[src/rtl/led_blink_pkg.sv]
// Shared definitions for the two-colour blink controller.
// Assumes word addressing and a 32-bit register bus.
package led_blink_pkg;
    localparam int NUM_COLOURS = 2;
    localparam int CLR_GREEN   = 0;
    localparam int CLR_RED     = 1;
    localparam int CTRL_W      = 14;

    // Word addresses of the register map.
    localparam int ADR_CTRL = 0;
    // Pattern word of colour c sits at 1+2c, its delay word at 2+2c.
    localparam int ADR_COLOUR_BASE = 1;

    // Control bit positions (behaviour depends on them).
    localparam int CB_G_OUT   = 0;
    localparam int CB_G_RUN_A = 1;
    localparam int CB_G_KILL  = 2;
    localparam int CB_R_KILL  = 3;
    localparam int CB_G_FORCE = 4;
    localparam int CB_R_FORCE = 5;
    localparam int CB_G_RUN_B = 6;
    localparam int CB_R_OUT   = 9;
    localparam int CB_R_RUN_A = 10;
    localparam int CB_R_RUN_B = 12;
    localparam int CB_R_ALT   = 13;

    // Decoded view of the control word.
    typedef struct packed {
        logic g_out;
        logic g_run_a;
        logic g_run_b;
        logic g_kill;
        logic g_force;
        logic r_out;
        logic r_run_a;
        logic r_run_b;
        logic r_kill;
        logic r_force;
        logic r_alt;
    } ctrl_t;
endpackage

[src/rtl/led_reg_bank.sv]
// Register bank: control word plus a pattern and a step-delay word per colour.
// Assumes single-cycle writes and a combinational read port; unmapped
// addresses read zero and ignore writes.
module led_reg_bank
    import led_blink_pkg::*;
#(
    parameter int DATA_W = 32,
    parameter int ADDR_W = 3
) (
    input  logic                                  clk,
    input  logic                                  rst_n,
    input  logic                                  wr_i,
    input  logic [ADDR_W-1:0]                     addr_i,
    input  logic [DATA_W-1:0]                     wdata_i,
    output logic [DATA_W-1:0]                     rdata_o,
    output ctrl_t                                 ctrl_o,
    output logic [NUM_COLOURS-1:0][DATA_W-1:0]    pat_o,
    output logic [NUM_COLOURS-1:0][DATA_W-1:0]    dly_o
);
    localparam int LAST_ADR = ADR_COLOUR_BASE + 2 * NUM_COLOURS - 1;

    logic [CTRL_W-1:0] ctrl_q;
    logic              ctrl_sel;

    assign ctrl_sel = wr_i && (addr_i == ADDR_W'(ADR_CTRL));

    // Control word storage.
    always_ff @(posedge clk) begin
        if (!rst_n)        ctrl_q <= '0;
        else if (ctrl_sel) ctrl_q <= wdata_i[CTRL_W-1:0];
    end

    for (genvar c = 0; c < NUM_COLOURS; c++) begin : g_colour
        localparam int PAT_ADR = ADR_COLOUR_BASE + 2 * c;
        localparam int DLY_ADR = PAT_ADR + 1;
        logic [DATA_W-1:0] pat_q;
        logic [DATA_W-1:0] dly_q;

        // Pattern and delay words of this colour.
        always_ff @(posedge clk) begin
            if (!rst_n) begin
                pat_q <= '0;
                dly_q <= '0;
            end else if (wr_i) begin
                if (addr_i == ADDR_W'(PAT_ADR)) pat_q <= wdata_i;
                if (addr_i == ADDR_W'(DLY_ADR)) dly_q <= wdata_i;
            end
        end

        assign pat_o[c] = pat_q;
        assign dly_o[c] = dly_q;
    end

    // Read multiplexer over the mapped words.
    always_comb begin
        rdata_o = '0;
        if (addr_i == ADDR_W'(ADR_CTRL)) rdata_o = DATA_W'(ctrl_q);
        for (int c = 0; c < NUM_COLOURS; c++) begin
            if (addr_i == ADDR_W'(ADR_COLOUR_BASE + 2 * c))     rdata_o = pat_o[c];
            if (addr_i == ADDR_W'(ADR_COLOUR_BASE + 2 * c + 1)) rdata_o = dly_o[c];
        end
    end

    // Decode control bits into named fields.
    always_comb begin
        ctrl_o.g_out   = ctrl_q[CB_G_OUT];
        ctrl_o.g_run_a = ctrl_q[CB_G_RUN_A];
        ctrl_o.g_run_b = ctrl_q[CB_G_RUN_B];
        ctrl_o.g_kill  = ctrl_q[CB_G_KILL];
        ctrl_o.g_force = ctrl_q[CB_G_FORCE];
        ctrl_o.r_out   = ctrl_q[CB_R_OUT];
        ctrl_o.r_run_a = ctrl_q[CB_R_RUN_A];
        ctrl_o.r_run_b = ctrl_q[CB_R_RUN_B];
        ctrl_o.r_kill  = ctrl_q[CB_R_KILL];
        ctrl_o.r_force = ctrl_q[CB_R_FORCE];
        ctrl_o.r_alt   = ctrl_q[CB_R_ALT];
    end

    // a control write lands on the next edge.
    a_r2_ctrl_write: assert property (@(posedge clk) disable iff (!rst_n)
        ctrl_sel |=> ctrl_q == $past(wdata_i[CTRL_W-1:0]));
    // without a write strobe the control word holds.
    a_r2_ctrl_hold: assert property (@(posedge clk) disable iff (!rst_n)
        !wr_i |=> $stable(ctrl_q));
    // unmapped addresses read zero.
    a_r2_unmapped_zero: assert property (@(posedge clk) disable iff (!rst_n)
        (int'(addr_i) > LAST_ADR) |-> rdata_o == '0);
endmodule

[src/rtl/led_step_player.sv]
// Pattern player for one colour: walks the pattern from the top bit down
// with a step counter loaded from a negative delay and counting up to zero.
// Assumes the delay word is the two's complement of the step length.
module led_step_player #(
    parameter int DATA_W = 32
) (
    input  logic              clk,
    input  logic              rst_n,
    input  logic              run_i,
    input  logic [DATA_W-1:0] pat_i,
    input  logic [DATA_W-1:0] dly_i,
    output logic              bit_o
);
    localparam int              IDX_W = $clog2(DATA_W);
    localparam logic [IDX_W-1:0] TOP  = IDX_W'(DATA_W - 1);

    logic [IDX_W-1:0]  idx_q;
    logic [DATA_W-1:0] cnt_q;
    logic              wrap;

    assign wrap = (cnt_q == '1);

    // Step counter and bit position update.
    always_ff @(posedge clk) begin
        if (!rst_n) begin
            idx_q <= TOP;
            cnt_q <= '0;
        end else if (!run_i) begin
            idx_q <= TOP;
            cnt_q <= dly_i;
        end else if (wrap) begin
            cnt_q <= dly_i;
            idx_q <= (idx_q == '0) ? TOP : idx_q - 1'b1;
        end else begin
            cnt_q <= cnt_q + 1'b1;
        end
    end

    // Source bit: walking position while running, else bit 0.
    assign bit_o = run_i ? pat_i[idx_q] : pat_i[0];

    // an idle player sits at the top bit.
    a_r7_idle_home: assert property (@(posedge clk) disable iff (!rst_n)
        !run_i |=> idx_q == TOP);
    // position holds until the counter reaches zero.
    a_r6_hold: assert property (@(posedge clk) disable iff (!rst_n)
        (run_i && !wrap) |=> $stable(idx_q));
    // one step down per counter wrap.
    a_r6_step: assert property (@(posedge clk) disable iff (!rst_n)
        (run_i && wrap && idx_q != '0) |=> idx_q == $past(idx_q) - 1'b1);
    // bit 0 is followed by the top bit.
    a_r6_wrap: assert property (@(posedge clk) disable iff (!rst_n)
        (run_i && wrap && idx_q == '0) |=> idx_q == TOP);
endmodule

[src/rtl/led_drive_mux.sv]
// Override resolution and output registers for both indicators.
// Assumes source bits are already chosen by the players; outputs are
// active-high and registered.
module led_drive_mux
    import led_blink_pkg::*;
(
    input  logic  clk,
    input  logic  rst_n,
    input  ctrl_t ctrl_i,
    input  logic  g_bit_i,
    input  logic  r_bit_i,
    output logic  led_g_o,
    output logic  led_r_o
);
    logic g_nxt;
    logic r_nxt;

    // Green: kill > force-on > gated pattern.
    always_comb begin
        if (ctrl_i.g_kill)       g_nxt = 1'b0;
        else if (ctrl_i.g_force) g_nxt = 1'b1;
        else                     g_nxt = ctrl_i.g_out & g_bit_i;
    end

    // Red: kill > force-on > alternate (sense from green force bit) > pattern.
    always_comb begin
        if (ctrl_i.r_kill)       r_nxt = 1'b0;
        else if (ctrl_i.r_force) r_nxt = 1'b1;
        else if (ctrl_i.r_alt)   r_nxt = ~ctrl_i.g_force;
        else                     r_nxt = ctrl_i.r_out & r_bit_i;
    end

    // Output registers.
    always_ff @(posedge clk) begin
        if (!rst_n) begin
            led_g_o <= 1'b0;
            led_r_o <= 1'b0;
        end else begin
            led_g_o <= g_nxt;
            led_r_o <= r_nxt;
        end
    end

    a_r8_green_kill: assert property (@(posedge clk) disable iff (!rst_n)
        ctrl_i.g_kill |=> !led_g_o);
    a_r8_green_force: assert property (@(posedge clk) disable iff (!rst_n)
        (!ctrl_i.g_kill && ctrl_i.g_force) |=> led_g_o);
    a_r9_red_kill: assert property (@(posedge clk) disable iff (!rst_n)
        ctrl_i.r_kill |=> !led_r_o);
    a_r9_red_alt: assert property (@(posedge clk) disable iff (!rst_n)
        (!ctrl_i.r_kill && !ctrl_i.r_force && ctrl_i.r_alt)
            |=> led_r_o == !$past(ctrl_i.g_force));
endmodule

[src/rtl/led_blink_ctrl.sv]
// Top of the two-colour blink controller: register bank, one pattern
// player per colour, and the override/output stage.
// Assumes a single clock and synchronous active-low reset.
module led_blink_ctrl
    import led_blink_pkg::*;
#(
    parameter int DATA_W = 32,
    parameter int ADDR_W = 3
) (
    input  logic              clk,
    input  logic              rst_n,
    input  logic              bus_wr_i,
    input  logic [ADDR_W-1:0] bus_addr_i,
    input  logic [DATA_W-1:0] bus_wdata_i,
    output logic [DATA_W-1:0] bus_rdata_o,
    output logic              led_green_o,
    output logic              led_red_o
);
    ctrl_t                              ctrl;
    logic [NUM_COLOURS-1:0][DATA_W-1:0] pat;
    logic [NUM_COLOURS-1:0][DATA_W-1:0] dly;
    logic [NUM_COLOURS-1:0]             run;
    logic [NUM_COLOURS-1:0]             src_bit;

    led_reg_bank #(.DATA_W(DATA_W), .ADDR_W(ADDR_W)) u_regs (
        .clk     (clk),
        .rst_n   (rst_n),
        .wr_i    (bus_wr_i),
        .addr_i  (bus_addr_i),
        .wdata_i (bus_wdata_i),
        .rdata_o (bus_rdata_o),
        .ctrl_o  (ctrl),
        .pat_o   (pat),
        .dly_o   (dly)
    );

    // Playback needs both enable bits of a colour.
    assign run[CLR_GREEN] = ctrl.g_run_a & ctrl.g_run_b;
    assign run[CLR_RED]   = ctrl.r_run_a & ctrl.r_run_b;

    for (genvar c = 0; c < NUM_COLOURS; c++) begin : g_player
        led_step_player #(.DATA_W(DATA_W)) u_player (
            .clk   (clk),
            .rst_n (rst_n),
            .run_i (run[c]),
            .pat_i (pat[c]),
            .dly_i (dly[c]),
            .bit_o (src_bit[c])
        );
    end

    led_drive_mux u_mux (
        .clk     (clk),
        .rst_n   (rst_n),
        .ctrl_i  (ctrl),
        .g_bit_i (src_bit[CLR_GREEN]),
        .r_bit_i (src_bit[CLR_RED]),
        .led_g_o (led_green_o),
        .led_r_o (led_red_o)
    );

    // static green follows enable AND pattern bit 0.
    a_r3_green_static: assert property (@(posedge clk) disable iff (!rst_n)
        (!run[CLR_GREEN] && !ctrl.g_kill && !ctrl.g_force)
            |=> led_green_o == $past(ctrl.g_out & pat[CLR_GREEN][0]));
    // static red follows enable AND pattern bit 0.
    a_r4_red_static: assert property (@(posedge clk) disable iff (!rst_n)
        (!run[CLR_RED] && !ctrl.r_kill && !ctrl.r_force && !ctrl.r_alt)
            |=> led_red_o == $past(ctrl.r_out & pat[CLR_RED][0]));
endmodule

[config.mk]
export PLATFORM = sky130hd
export DESIGN_NAME = led_blink_ctrl
export DESIGN_NICKNAME = d
export VERILOG_FILES = /design/src/rtl/led_blink_pkg.sv /design/src/rtl/led_reg_bank.sv /design/src/rtl/led_step_player.sv /design/src/rtl/led_drive_mux.sv /design/src/rtl/led_blink_ctrl.sv
export SDC_FILE = /design/constraint.sdc
export NUM_CORES = 1
export LEC_CHECK = 0
export ABC_AREA = 1
export BUFFER_PORTS_ARGS = -buffer_cell sky130_fd_sc_hd__clkbuf_2
export CORE_ASPECT_RATIO = 1.25
export CORE_UTILIZATION = 33
export DETAILED_ROUTE_END_ITERATION = 8
export MAX_ROUTING_LAYER = met4
export PLACE_DENSITY = 0.58
export SYNTH_ARGS = -nofsm -noshare
export SYNTH_HDL_FRONTEND = slang
export SYNTH_SLANG_ARGS = --single-unit
[constraint.sdc]
create_clock -name clk -period 1.8 [get_ports clk]
set_input_delay 0.36 -clock clk [delete_from_list [all_inputs] [get_ports clk]]
set_output_delay 0.36 -clock clk [all_outputs]
set_load 0.01 [all_outputs]
---- Yosys cells after proc, flatten, opt, wreduce, memory -nomap -nowiden ----
Cells that the tools add are included.
storage, ports and cells
  bits of input ports ..................... 38
  RAM bits ................................ 0
  bits in read-only memories .............. 0
  bits in registers ....................... 218
  bits in latches ......................... 0
  output and inout port bits .............. 34
  logic and storage cells ................. 61
  memories kept ........................... 0
operators by class
  $lt $le $gt $ge ......................... 2
  eq/ne operators ......................... 6
  reductions and logical operators ........ 12
  $mul .................................... 0
  div/mod/pow operators ................... 0
  multiplexer cells ....................... 20
  bitwise operators ....................... 6
  shift-type cells ........................ 0
  $add $sub $neg .......................... 4
operator list
  kind                     number
  $mux W32                 8
  $add A32 B1 Y32 const B  2
  $eq A32 B32 Y1 const B   2
  $mux W14                 1
  $lt A5 B6 Y1 const B     2
  $reduce_and A2 Y1        6
  $bmux W1 S5              2
  $logic_not A5 Y1         2
  $mux W5                  2
  $sub A5 B1 Y5 const B    2
  $mux W1                  7
  $eq A3 B2 Y1 const B     2
  $and A1 B1 Y1            4
  $reduce_or A2 Y1         2
  $eq A3 B1 Y1 const B     1
  $eq A3 B3 Y1 const B     1
  $logic_not A3 Y1         1
  $not A1 Y1               2
  $logic_and A1 B1 Y1      1

---- Logic depth before layout (Yosys ltp) ----
  depth in word-level cells ............... 6
  depth in mapped cells ................... 13
  gate-level depth less buffers ........... 13

---- Modules after synthesis ----
From an unflattened synthesis, not the netlist that was laid out.
unflattened totals
  cells, all modules ...................... 2102
  area total of the unflattened synthesis .. 12693.4 µm²
modules (own cells, without submodules)
  module           seq. area each (µm²)  area an instance (µm²)  cells an instance  times used
  led_reg_bank     2842.7                6750.2                  1036               1
  led_step_player  740.7                 2919.0                  524                2
  led_drive_mux    40.0                  90.1                    14                 1
  led_blink_ctrl   0.0                   15.0                    4                  1

---- Worst setup path before layout ----
OpenSTA, ideal clock, no wires.
  kind .................................... input-to-output
  from .................................... in bus_addr_i[0]
  to ...................................... out bus_rdata_o[11]
  path buffers ............................ 2
  stages .................................. 9
  arrival time ............................ 1.441 ns
  setup slack ............................. -0.001 ns
  required time ........................... 1.440 ns
  path through ............................ inv_1 > nor2_4 > inv_1 > nor2_1 > buf_2 > inv_2 > buf_2 > o221ai_1 > o22ai_1
on the way
  cells in the longest elaborated chain, start to end .. 6
RTL lines
  item              line                  text
  from (decl)       led_blink_ctrl.sv:13  input logic [ADDR_W-1:0] bus_addr_i,
  $logic_not A3 Y1  led_reg_bank.sv:57    if (addr_i == ADDR_W'(ADR_CTRL)) rdata_o = DATA_W'(ctrl_q);
  $mux W14          led_reg_bank.sv:57
  $mux W32          led_reg_bank.sv:59    if (addr_i == ADDR_W'(ADR_COLOUR_BASE + 2 * c)) rdata_o = pat_o[c];
  $mux W32          led_reg_bank.sv:60    if (addr_i == ADDR_W'(ADR_COLOUR_BASE + 2 * c + 1)) rdata_o = dly_o[c];
  $mux W32          led_reg_bank.sv:59
  $mux W32 *        led_reg_bank.sv:60
  to (decl)         led_blink_ctrl.sv:15  output logic [DATA_W-1:0] bus_rdata_o,
Every way passes the cells marked *; elsewhere a longest branch is shown, timed or not.

---- Worst setup path after layout ----
  from .................................... in bus_addr_i[2]
  to ...................................... out bus_rdata_o[31]
on the way
  cells in the longest elaborated chain, start to end .. 5
RTL lines
  item          line
  $eq A3 B1 Y1  led_reg_bank.sv:59
  $mux W32      led_reg_bank.sv:59
  $mux W32      led_reg_bank.sv:60
  $mux W32      led_reg_bank.sv:59
  $mux W32 *    led_reg_bank.sv:60
Marks and branches as above.

==> impl_metrics.yaml <==
finish:
  layout-drive-gt1-share_pct: 29.1
  fin_util_pct: 46.6
  area_growth_syn_to_layout_pct: 37.5
  num-nets-final: 1752
  antenna_cells: 0
cts:
  cts_buffers: 25
  clock_latency_ns: 0.53
  clk_pin_slew_ns: 0.06
  cts_tree: "built"
  htree_levels: 1
  cts_buffer_depth: 3
  cts.sinks: 218
  root_buffer: "clkbuf_16"
run_status:
  violations: "negative setup slack"
  status: "finished, violations left"
logic_synthesis:
  netlist_instances: 1549
  synthTopCellsByCount: "nor2_1 (293), nand2_1 (229), dfxtp_1 (218)"
  synth_top_cell_by_area: "dfxtp_1"
  ys_warn_count: 0
  synth_cell_type_count: 41
  synthFlopType: "dfxtp_1"
  async_flop_share_pct: 0
  synth_edf_count: 0
  ys_ff_latch: 218
  yosysSeqAreaShare_pct: 40.2
  synth_area_mm2: 0.0109
  yosysMostFrequentCell: "nor2_1"
  yosys-top-cells-area: "dfxtp_1 (40%), nor2_1 (10%), nand2_1 (7.9%)"
  syn_nets: 1591
  synth_top_cell_area_share_pct: 40.2
  avgSynthCellArea_um2: 7.01
routing:
  via_per_inst: 5.22
  drt_drc_violations_left: 0
  antenna_left: 0
  totalWireLength_um: 39000
  wire_per_inst_um: 18.2
  drt_first_pass_iters: 6
  drtIter0Drc: 958
  num_vias: 11200
sta:
  setup_slack_ns: -0.136
  grt_setup_unrepaired: "yes"
  setup_viol: 55
  max_slew.worst_pin.slew_ns: 0.403
  slew_headroom_pct: 73.0
  max_freq_mhz: 516
  drv_slew: 0
  final.period_utilization_pct: 108
  skew_ns: 0.0140
  hold_viol: 0
  layout_min_cycle_time_ns: 1.94
worst_setup_path:
  critPathKind: "in2out"
  cp.arrival_ns: 1.58
  start_kind: "input port"
  cp-end-kind: "primary output"
  crit_fanout: 4
  cp_data_required_time_ns: 1.44
run:
  drv_cap: 0
floorplanning:
  rows: 73
  die_y_um: 205
  dieArea_mm2: 0.0336
  pin_count: 72
  start_util_pct: 33.9
  die_width_um: 164
  core_area_mm2: 0.0321
global_routing:
  antenna_found_initial: 0
  grt_max_degree: 65
  grt_overflow_total: 0
  grt_pass1_vias: 10500
  grtUsageTotal_pct: 23.4
  grt_pass1_wl_um: 59200
placed_design:
  globalplace.congestion: 1.01
  dp_hpwl_um: 27800
  pre_cts_ws_ns: -0.333
  io_buffers: 71
power_and_ir_drop:
  powerDensity_mw_per_mm2: 784
  cellLeakagePower_nw: 6.12
  peakVddDrop_uv: 617
min_path:
  hp-class: "in2reg"
-- logic make-up (layout without fill, tap and decap cells) --
kind of cell             Yosys count  in the layout  synth area share, %
AO/OA/AOI/OAI                    373            373                 19.5
buffers and inverters            216            395                 8.24
flip-flops                       218            218                 40.2
AND/OR/NAND/NOR                  680            680                 27.0
XOR/XNOR                          58             58                 4.68
adder cells (fa/ha/maj)            4              4                0.461
-- stage by stage --
stage / setup TNS (ns) / power (W) / cells / hold slack (ns) / area, um^2
floorplan: 0 / 0.00562 / 1549 / 0.441 / 10900
global placement: -8.01 / 0.00605 / 2053 / 0.461 / 12400
detailed placement: -9.32 / 0.00605 / 2053 / 0.455 / 12400
CTS: -2.78 / 0.0117 / 2120 / 0.110 / 14000
global route: -7.81 / 0.0121 / 2140 / 0.130 / 14900
finish: -3.05 / 0.0117 / 2140 / 0.121 / 14900
-- worst paths after layout --
| kind | startpoint | endpoint | slack, ns | cells after the start |
|---|---|---|---|---|
| setup / recovery | bus_addr_i[2] | bus_rdata_o[31] | -0.14 | 10 |
| hold / removal | bus_wdata_i[25] | u_regs.g_colour[0].dly_q[25]$_SDFFE_PN0P_ | 0.12 | 3 |
| setup reg to reg | g_player[0].u_player.cnt_q[0]$_SDFF_PN0_ | g_player[0].u_player.cnt_q[30]$_SDFF_PN0_ | -0.06 | 13 |
| hold reg to reg | u_regs.ctrl_q[5]$_SDFFE_PN0P_ | u_regs.ctrl_q[5]$_SDFFE_PN0P_ | 0.45 | 2 |
-- final cells by class --
cell class,instances,area (um^2)
Clock buffer,31,688
Clock inverter,14,209
Fill cell,3098,17100
Inverter,127,514
Multi-Input combinational cell,1115,6570
Sequential cell,218,4400
Tap cell,412,515
Timing Repair Buffer,222,2030
Timing Repair inverter,1,8.76
-- report_power, final --
part	internal, W	total [W]	switching, W
registers	0.00496	0.00511	0.000148
logic	0.000424	0.00106	0.000637
clock network	0.00343	0.00553	0.00210
-- flip-flops by register name, summed over array words and instances, names as in the netlist --
name                     cells
u_mux.led_g_o                1
u_regs.g_colour.dly_q       64
u_mux.led_r_o                1
u_regs.g_colour.pat_q       64
g_player.u_player.idx_q     10
u_regs.ctrl_q               14
g_player.u_player.cnt_q     64
-- repair_timing --
action	4_1_cts	5_1_grt
hold endpoints to repair	0	0
endpoints found under the setup margin	65	104
resized for setup	137	198
hold buffers	0	0
cloned	3	8
setup buffers	19	15
pin swaps	44	69
-- layer usage --
metal / track usage [%] / vias to the layer above / part of all wire (%)
met4: 8.60 / 0 / 3.4
met2: 36.7 / 381 / 47
met5: - / - / 0
li1: - / 5471 / -
met3: 2.23 / 81 / 5.3
met1: 31.0 / 5230 / 45
-- critical path: stages --
cell,delay [ns]
buf_12,0.11
nor2_4,0.10
inv_2,0.06
nor2_4,0.23
inv_4,0.08
buf_12,0.15
buf_8,0.13
nor2_4,0.09
o22ai_2,0.09
buf_2,0.15
-- cells in the final DEF, fill, tap and decap left out, types with 7 or more instances in the layout --
cell       count
buf_4        102
o21ai_0      139
nor3_1        17
a21oi_2       17
a21oi_1       92
clkbuf_2      49
o22ai_2       17
dfxtp_2       18
inv_1        104
o21ai_2       26
a221oi_2      26
nand3_1       86
nor2_1       238
buf_8          7
o21ai_1       28
inv_2         14
nand2_1      224
nand4_1       14
xor2_1        40
dfxtp_1      196
clkbuf_16     30
nor2_4        36
buf_12        22
buf_6         19
xnor2_1       18
buf_2         16
nor2_2        28
Power figures use the tool's default switching activity.
